## config.mk

```make
export PLATFORM = sky130hd
export DESIGN_NAME = dm_victim_cache
export DESIGN_NICKNAME = d
export VERILOG_FILES = /design/src/rtl/dm_victim_cache.sv
export SDC_FILE = /design/constraint.sdc
export NUM_CORES = 2
export LEC_CHECK = 0
export BUFFER_PORTS_ARGS = -buffer_cell sky130_fd_sc_hd__buf_2
export CAP_MARGIN = 0
export CORE_UTILIZATION = 50
export DETAILED_ROUTE_END_ITERATION = 10
export GPL_TIMING_DRIVEN = 0
export PLACE_DENSITY = 0.72
export SYNTH_ARGS = -nofsm -noshare
export SYNTH_HDL_FRONTEND = slang
export SYNTH_SLANG_ARGS = --single-unit
```

## constraint.sdc

```tcl
create_clock -name clk -period 21.4 [get_ports clk]
set_input_delay 0 -clock clk [delete_from_list [all_inputs] [get_ports clk]]
set_output_delay 0 -clock clk [all_outputs]
set_load 0.01 [all_outputs]
```

## src/rtl/dm_victim_cache.sv

```systemverilog
module dm_victim_cache #(
  parameter int ADDR_W = 12,
  parameter int WORD_W = 32,
  parameter int OFF_W  = 1,
  parameter int IDX_W  = 3,
  parameter int VICT_N = 4
) (
  input  logic                              clk,
  input  logic                              rst_n,
  input  logic                              req_valid,
  input  logic                              req_write,
  input  logic [ADDR_W-1:0]                 req_addr,
  input  logic [WORD_W-1:0]                 req_wdata,
  output logic                              req_ready,
  output logic                              resp_valid,
  output logic                              resp_hit,
  output logic [WORD_W-1:0]                 resp_rdata,
  output logic                              mem_rd_req,
  output logic [ADDR_W-OFF_W-1:0]           mem_rd_addr,
  input  logic                              mem_rd_valid,
  input  logic [(1<<OFF_W)*WORD_W-1:0]      mem_rd_data,
  output logic                              mem_wr_req,
  output logic [ADDR_W-OFF_W-1:0]           mem_wr_addr,
  output logic [(1<<OFF_W)*WORD_W-1:0]      mem_wr_data,
  input  logic                              mem_wr_ack
);
  localparam int LINE_W = (1 << OFF_W) * WORD_W;
  localparam int SETS   = 1 << IDX_W;
  localparam int LA_W   = ADDR_W - OFF_W;
  localparam int TAG_W  = LA_W - IDX_W;
  localparam int VP_W   = $clog2(VICT_N);

  typedef enum logic [1:0] {S_IDLE, S_SWAP, S_WB, S_FILL} st_t;
  st_t state;

  logic [SETS-1:0]   m_v, m_d;
  logic [TAG_W-1:0]  m_tag  [SETS];
  logic [LINE_W-1:0] m_data [SETS];

  logic [VICT_N-1:0] v_v, v_d;
  logic [LA_W-1:0]   v_la   [VICT_N];
  logic [LINE_W-1:0] v_data [VICT_N];
  logic [VP_W-1:0]   v_ptr;

  logic              q_write;
  logic [ADDR_W-1:0] q_addr;
  logic [WORD_W-1:0] q_wdata;
  logic [VP_W-1:0]   q_slot;

  function automatic logic [WORD_W-1:0] get_word(input logic [LINE_W-1:0] l,
                                                 input logic [OFF_W-1:0] o);
    return l[o*WORD_W +: WORD_W];
  endfunction

  function automatic logic [LINE_W-1:0] put_word(input logic [LINE_W-1:0] l,
                                                 input logic [OFF_W-1:0] o,
                                                 input logic [WORD_W-1:0] w);
    logic [LINE_W-1:0] r;
    r = l;
    r[o*WORD_W +: WORD_W] = w;
    return r;
  endfunction

  wire [OFF_W-1:0] r_off = req_addr[OFF_W-1:0];
  wire [IDX_W-1:0] r_idx = req_addr[OFF_W +: IDX_W];
  wire [TAG_W-1:0] r_tag = req_addr[ADDR_W-1 -: TAG_W];
  wire [LA_W-1:0]  r_la  = req_addr[ADDR_W-1:OFF_W];

  wire [OFF_W-1:0] q_off = q_addr[OFF_W-1:0];
  wire [IDX_W-1:0] q_idx = q_addr[OFF_W +: IDX_W];
  wire [TAG_W-1:0] q_tag = q_addr[ADDR_W-1 -: TAG_W];

  wire main_hit = m_v[r_idx] && (m_tag[r_idx] == r_tag);

  logic [VICT_N-1:0] vhit;
  for (genvar i = 0; i < VICT_N; i++) begin : g_cmp
    assign vhit[i] = v_v[i] && (v_la[i] == r_la);
  end

  logic [VP_W-1:0] vsel;
  always_comb begin
    vsel = '0;
    for (int i = VICT_N - 1; i >= 0; i--)
      if (vhit[i]) vsel = VP_W'(i);
  end

  wire need_wb = m_v[r_idx] && v_v[v_ptr] && v_d[v_ptr];

  assign req_ready   = (state == S_IDLE);
  assign mem_rd_req  = (state == S_FILL);
  assign mem_rd_addr = q_addr[ADDR_W-1:OFF_W];
  assign mem_wr_req  = (state == S_WB);
  assign mem_wr_addr = v_la[v_ptr];
  assign mem_wr_data = v_data[v_ptr];

  always_ff @(posedge clk or negedge rst_n) begin
    if (!rst_n) begin
      state      <= S_IDLE;
      m_v        <= '0;
      m_d        <= '0;
      v_v        <= '0;
      v_d        <= '0;
      v_ptr      <= '0;
      q_write    <= 1'b0;
      q_addr     <= '0;
      q_wdata    <= '0;
      q_slot     <= '0;
      resp_valid <= 1'b0;
      resp_hit   <= 1'b0;
      resp_rdata <= '0;
    end else begin
      resp_valid <= 1'b0;
      case (state)
        S_IDLE: if (req_valid) begin
          if (main_hit) begin
            if (req_write) begin
              m_data[r_idx] <= put_word(m_data[r_idx], r_off, req_wdata);
              m_d[r_idx]    <= 1'b1;
            end
            resp_rdata <= get_word(m_data[r_idx], r_off);
            resp_valid <= 1'b1;
            resp_hit   <= 1'b1;
          end else begin
            q_write <= req_write;
            q_addr  <= req_addr;
            q_wdata <= req_wdata;
            q_slot  <= vsel;
            if (|vhit)        state <= S_SWAP;
            else if (need_wb) state <= S_WB;
            else              state <= S_FILL;
          end
        end
        S_SWAP: begin
          m_tag[q_idx]   <= v_la[q_slot][LA_W-1 -: TAG_W];
          m_data[q_idx]  <= q_write ? put_word(v_data[q_slot], q_off, q_wdata)
                                    : v_data[q_slot];
          m_v[q_idx]     <= 1'b1;
          m_d[q_idx]     <= v_d[q_slot] | q_write;
          v_la[q_slot]   <= {m_tag[q_idx], q_idx};
          v_data[q_slot] <= m_data[q_idx];
          v_v[q_slot]    <= m_v[q_idx];
          v_d[q_slot]    <= m_d[q_idx];
          resp_rdata     <= get_word(v_data[q_slot], q_off);
          resp_valid     <= 1'b1;
          resp_hit       <= 1'b1;
          state          <= S_IDLE;
        end
        S_WB: if (mem_wr_ack) begin
          v_v[v_ptr] <= 1'b0;
          v_d[v_ptr] <= 1'b0;
          state      <= S_FILL;
        end
        S_FILL: if (mem_rd_valid) begin
          if (m_v[q_idx]) begin
            v_la[v_ptr]   <= {m_tag[q_idx], q_idx};
            v_data[v_ptr] <= m_data[q_idx];
            v_v[v_ptr]    <= 1'b1;
            v_d[v_ptr]    <= m_d[q_idx];
            v_ptr         <= v_ptr + VP_W'(1);
          end
          m_tag[q_idx]  <= q_tag;
          m_data[q_idx] <= q_write ? put_word(mem_rd_data, q_off, q_wdata) : mem_rd_data;
          m_v[q_idx]    <= 1'b1;
          m_d[q_idx]    <= q_write;
          resp_rdata    <= get_word(mem_rd_data, q_off);
          resp_valid    <= 1'b1;
          resp_hit      <= 1'b0;
          state         <= S_IDLE;
        end
        default: state <= S_IDLE;
      endcase
    end
  end
endmodule

```

**Word level (Yosys, flattened, before mapping)**

Memory sizes are Yosys's and may differ from the RTL's.
Index checks and enable logic that the tools add are counted.

- $add $sub $neg: 3
- Order comparisons: 8
- Equality and inequality tests: 15
- Shifts and indexed selects: 7
- Multiplexer cells: 92
- Bitwise operators: 10
- Reductions and logical operators: 30

Operator list:

| cell | number |
|---|---|
| 64-bit two-way mux | 5 |
| 64-bit bitwise mux | 3 |
| 64-bit by 7-bit variable part select with 32-bit output | 3 |
| 64-bit OR reduction | 2 |
| 32-bit by 34-bit variable shift with 64-bit output, first input constant | 2 |
| 32-bit by 34-bit variable part select with 64-bit output | 2 |
| 32-bit two-way mux | 3 |
| 32-bit case mux with 3 select lines | 1 |
| 6-bit negation with 34-bit output | 2 |
| 8-bit two-way mux | 6 |
| 11-bit == test | 4 |
| 1-bit two-way mux | 33 |
| 4-bit two-way mux | 6 |
| 4-bit case mux with 3 select lines | 2 |
| 8-bit case mux with 3 select lines | 1 |
| 2-bit two-way mux | 11 |
| 8-bit bitwise mux | 2 |
| 8-bit bitwise OR | 2 |
| 8-bit case mux with 2 select lines | 1 |
| 1-bit logical AND | 15 |
| 4-bit bitwise mux | 3 |
| 4-bit AND reduction | 3 |
| 11-bit two-way mux | 1 |
| 11-bit OR reduction | 1 |
| other kinds (29) | 51 |

- Bits in registers: 109
- RAM bits: 876
- Input bits: 114
- Output and inout port bits: 123
- Memories kept: 4

Memory list:

| name | depth | bits a word | read ports | clocked after Yosys merged registers in | write ports | line | text |
|---|---|---|---|---|---|---|---|
| m_data | 8 | 64 | 2 | 0 | 1 | 38 | `logic [LINE_W-1:0] m_data [SETS];` |
| v_data | 4 | 64 | 2 | 0 | 1 | 42 | `logic [LINE_W-1:0] v_data [VICT_N];` |
| m_tag | 8 | 8 | 2 | 0 | 1 | 37 | `logic [TAG_W-1:0] m_tag [SETS];` |
| v_la | 4 | 11 | 6 | 0 | 1 | 41 | `logic [LA_W-1:0] v_la [VICT_N];` |

**Longest topological paths before layout**

- Depth after elaboration: 9
- Mapped depth: 12
- Gate-level depth less buffers: 7

**Worst setup path before layout**

Ideal clock, no wire load.

- Path kind: flip-flop to flip-flop
- Start point: register state[0]
- End point: memory v_data[3][0] in the netlist's numbering (enable)
- Library setup time: 612 ps
- Arrival time: 6,915 ps
- Required time: 20,788 ps
- Setup slack: 13,873 ps
- Stages on the path, launching flop included: 10
- Buffers on the path: 3
- Clock period less this slack: 7,527 ps
- Cells stage by stage: dfrtp_1 clkbuf_1 nand2_1 clkinv_1 nand3_1 buf_2 buf_1 nor2_1 nand2_1 o21ai_0

- Longest elaborated chain between the ends: 6
- Elaborated cells on any way between the ends: 11
- Those cells by class: eq/ne: 2; mux: 6; reduce/logical: 3

Ends and longest elaborated chain:

| item | line | text |
|---|---|---|
| from (decl) | 34 | `st_t state;` |
| from (signal assigned) | 98 | `state <= S_IDLE;` |
| from (signal assigned) | 128 | `if (\|vhit) state <= S_SWAP;` |
| from (signal assigned) | 129 | `else if (need_wb) state <= S_WB;` |
| 2-bit == test | 113 | `case (state)` |
| 1-bit two-way mux | 113 |  |
| 1-bit logical AND (implied by the code) | 156 | `v_data[v_ptr] <= m_data[q_idx];` |
| 1-bit two-way mux (implied by the code) | 156 |  |
| 64-bit OR reduction (no source line) | n/a |  |
| 2-bit two-way mux (no source line) or 1-bit two-way mux (tied branches) | n/a |  |
| to (decl) | 42 |  |

Several ways; a longest one is shown, not always the timed one.

**Final worst setup path**

- Start point: register q_addr[2]
- End point: memory v_data[0][38] in the netlist's numbering, data pin

- Longest elaborated chain between the ends: 2

Ends and longest elaborated chain:

| item | line | text |
|---|---|---|
| from (decl) | 46 | `logic [ADDR_W-1:0] q_addr;` |
| from (signal assigned) | 125 | `q_addr <= req_addr;` |
| memory 8 x 64 bit | n/a |  |
| 64-bit two-way mux (no source line) | n/a |  |

Every way passes these cells.

==> metrics.md <==
| Metric | Value |
|---|---|
| Worst Hold Class | `in2reg` |
| Pins Over Slew Limit | `85` |
| Required time of the worst setup path | `21.78 ns` |
| Seq/Total Area, Yosys | `0.632` |
| Slowest CP cell | `buf_1` |
| CP arrival | `5.60 ns` |
| Synthesized instance count | `3145` |
| Placed Cells | `4569` |
| Unrepaired setup endpoints after global routing | `no` |
| Vias in the first global route | `33595` |
| Gr ovfl total | `0` |
| Die area | `93100 um^2` |
| Min-Delay Path Depth | `6` |
| Largest net degree at the start of global routing | `90` |
| DRT iter0 DRCs | `7419` |
| Synth warn | `0` |
| Crit-path max FO | `10` |
| Routed wl met3 | `34600 um` |
| CP Class | `reg2reg` |
| Most used cell, CP | `clkbuf_1` |
| Synth Register Bits | `985` |
| Worst Reg-to-Reg Cells | `6` |
| Hold EP | `resp_rdata[16]$_DFFE_PN0P_` |
| Crit end category | `register` |
| Synth top area share | `0.572` |
| Final critical-path share of the clock period | `0.244` |
| Reg2reg end | `v_data[0][38]$_DFFE_PP_` |
| Post-synth cell types | `62` |
| Clock-pin slew of the registers on the worst-case setup and hold paths | `0.06 ns` |
| Setup Viol. Count Final | `0` |
| Clock buffer depth | `3` |
| Via count | `35942` |
| Worst Skew | `0.0419 ns` |
| Area Growth Syn to Fin | `16.1%` |
| Synth async-reset ratio | `0.111` |
| Buffers on Ports | `226` |
| Setup TNS | `0 ns` |
| Status | `finished with violations` |
| Synthesized area per cell | `14.6 um^2` |
| Post-layout util | `0.589` |
| Most frequent cells after synthesis | `edfxtp_1 (876), a22oi_1 (490), nand2_1 (177)` |
| F_max | `0.192 GHz` |
| Primary FF master, synth | `edfxtp_1` |
| Top Layer Used | `met5` |
| Initial Util | `0.507` |
| Root buf cell | `clkbuf_16` |
| Worst-skew pair later-pin latency | `0.71 ns` |
| Lkg Pwr | `0.0178 uW` |
| Gpl congestion | `1.05` |
| Failing checks | `antenna rules, DRC, capacitance limit, slew limit` |
| Hold_ws | `0.00965 ns` |
| Mapped Nets | `3263` |
| Slew margin rel. | `-0.0411` |
| Net Sw Power | `3130 uW` |
| Reg-to-Reg Start | `q_addr[2]$_DFFE_PN0P_` |
| GRT Util Overall | `0.399` |
| Worst Path Buf+Inv | `3` |
| Routed wire per std cell | `38.8 um` |
| Drc violations | `9` |
| Antenna violations before repair | `10` |
| P_int | `4530 uW` |
| Setup bufs post-CTS | `0` |
| Final ANT Viol Nets | `1` |
| Worst Hold Launch | `mem_rd_data[48]` |
| Clock power share | `0.225` |
| Sequential share of power | `0.372` |
| CTS tree | `yes` |
| Routed wl met2 | `77500 um` |
| Layout cells sized above 1 | `0.206` |
| Switching share of power | `0.408` |
| Peak VDD IR | `0.0730 mV` |
| Startpoint Class | `register` |
| Die width | `305 um` |
| Power Dens Cells | `144 nW/um^2` |
| Count of final hold-check violations | `0` |
| Post-Syn Area | `46000 um^2` |
| CTS HTree Levels | `3` |
| CP delay by family, top | `buffers and inverters` |
| Crit path largest cell delay | `1.21 ns` |
| Period minus WS final | `5.22 ns` |
| Pre-antenna DRT Iters | `11` |
| Met1 WL | `63100 um` |
| First-pass GRT wire length | `258000 um` |
| I/O pin cnt | `237` |
| Rows | `110` |
| Fin cells | `4850` |
| WL final | `188000 um` |
| CTS Sinks | `985` |
| Flop2flop setup slack | `16.18 ns` |
| Via/cell ratio | `7.41` |
| Cell Chain, Critical Path | `clkbuf_1, nor3_1, clkbuf_1, buf_1, a22oi_1, nand4_1` |
| Total power | `7660 uW` |
| Most common cell in the netlist | `edfxtp_1` |
| Dpl hpwl | `132000 um` |
| Die H | `305 um` |
| Area contributors post-synth | `edfxtp_1 (57%), a22oi_1 (8.0%), mux4_2 (7.5%), dfrtp_1 (5.9%), mux2_2 (3.3%)` |
| Nets | `3701` |
| Worst Max-Slew Pin Slew | `1.56 ns` |
| Maxcap violations | `8` |
| Largest area contributor in the netlist | `edfxtp_1` |
| Num CTS Buffers | `95` |
| Core Footprint | `90600 um^2` |
| Number of synthesized flops with an enable pin | `876` |
| Combinational share of power | `0.403` |
worst register-to-register path, stage by stage (launching register included):
cell and delay [ns]:
dfrtp_1 0.50, clkbuf_1 0.30, nor3_1 0.88, clkbuf_1 1.08
buf_1 1.21, a22oi_1 0.26, nand4_1 0.69
per-layer routing:
layer	global-route usage	vias up
li1	-	13809
met1	0.506	17578
met2	0.560	3810
met3	0.185	737
met4	0.228	8
met5	0.00568	-
worst max path at each step:
stage | slack [ns] | depth (start not counted) | start | end
3_5_place_dp | 16.47 | 10 | req_addr[2] | m_data[4][57]$_DFFE_PP_
5_1_grt | 16.26 | 11 | rst_n | m_data[7][8]$_DFFE_PP_
4_1_cts | 16.53 | 11 | rst_n | m_data[7][8]$_DFFE_PP_
3_3_place_gp | 7.70 | 7 | rst_n | v_data[3][10]$_DFFE_PP_
6_report | 16.18 | 6 | q_addr[2]$_DFFE_PN0P_ | v_data[0][38]$_DFFE_PP_
2_1_floorplan | 13.87 | 9 | state[0]$_DFFE_PN0P_ | v_data[3][0]$_DFFE_PP_
state kept, by name, indices dropped and copies added, names as in the netlist, 12 cells and up, named ones only:
name / flops
q_addr: 12
resp_rdata: 32
v_data: 256
m_tag: 64
m_data: 512
q_wdata: 32
v_la: 44
cell usage in the layout, fill, tap and decap left out, types with 96 or more instances in the layout:
cell and instances:
edfxtp_1 876, a22oi_1 490, buf_2 251, clkbuf_1 194, nand2_1 177, mux4_2 153, mux2_2 136, dfrtp_1 109
o21ai_0 101, o211ai_1 97, clkbuf_16 96
repair_timing:
item                      in CTS  in global routing
hold endpoints to repair     179                  0
resized for setup              0                  0
hold buffers                  93                  0
final cells by class:
type | count | area (um^2)
Antenna cell | 12 | 30.0
Buffer | 285 | 1230
Clock buffer | 119 | 2500
Clock inverter | 57 | 649
Fill cell | 6813 | 37200
Inverter | 7 | 26.3
Multi-Input combinational cell | 1868 | 15800
Sequential cell | 985 | 29000
Tap cell | 1176 | 1470
Timing Repair Buffer | 341 | 2600
cell families (layout without fill, tap and decap cells):
family,after synthesis,count (layout),share of synthesized area
flops,985,985,0.632
compound gates,904,904,0.141
simple gates,512,512,0.0563
mux,398,398,0.133
buf+inv,292,809,0.0273
xor+xnor,50,50,0.00953
fa+ha+maj,4,4,0.00109
other cells,0,12,0
power groups by stage:
stage          clock network, uW  logic (uW)  registers [uW]
2_1_floorplan                  0        1480            2840
3_3_place_gp                   0        2750            2880
3_5_place_dp                   0        2810            2870
4_1_cts                     1710        2870            2840
5_1_grt                     1780        3100            2870
6_report                    1730        3080            2850
through the flow:
step                      area [um^2]  setup WS (ns)
after global placement          48600           7.70
after detailed placement        49200          16.47
after floorplan                 46000          13.87
after CTS                       53300          16.53
after global routing            53300          16.26
final                           53400          16.18
(Power assumes the default switching activity.)
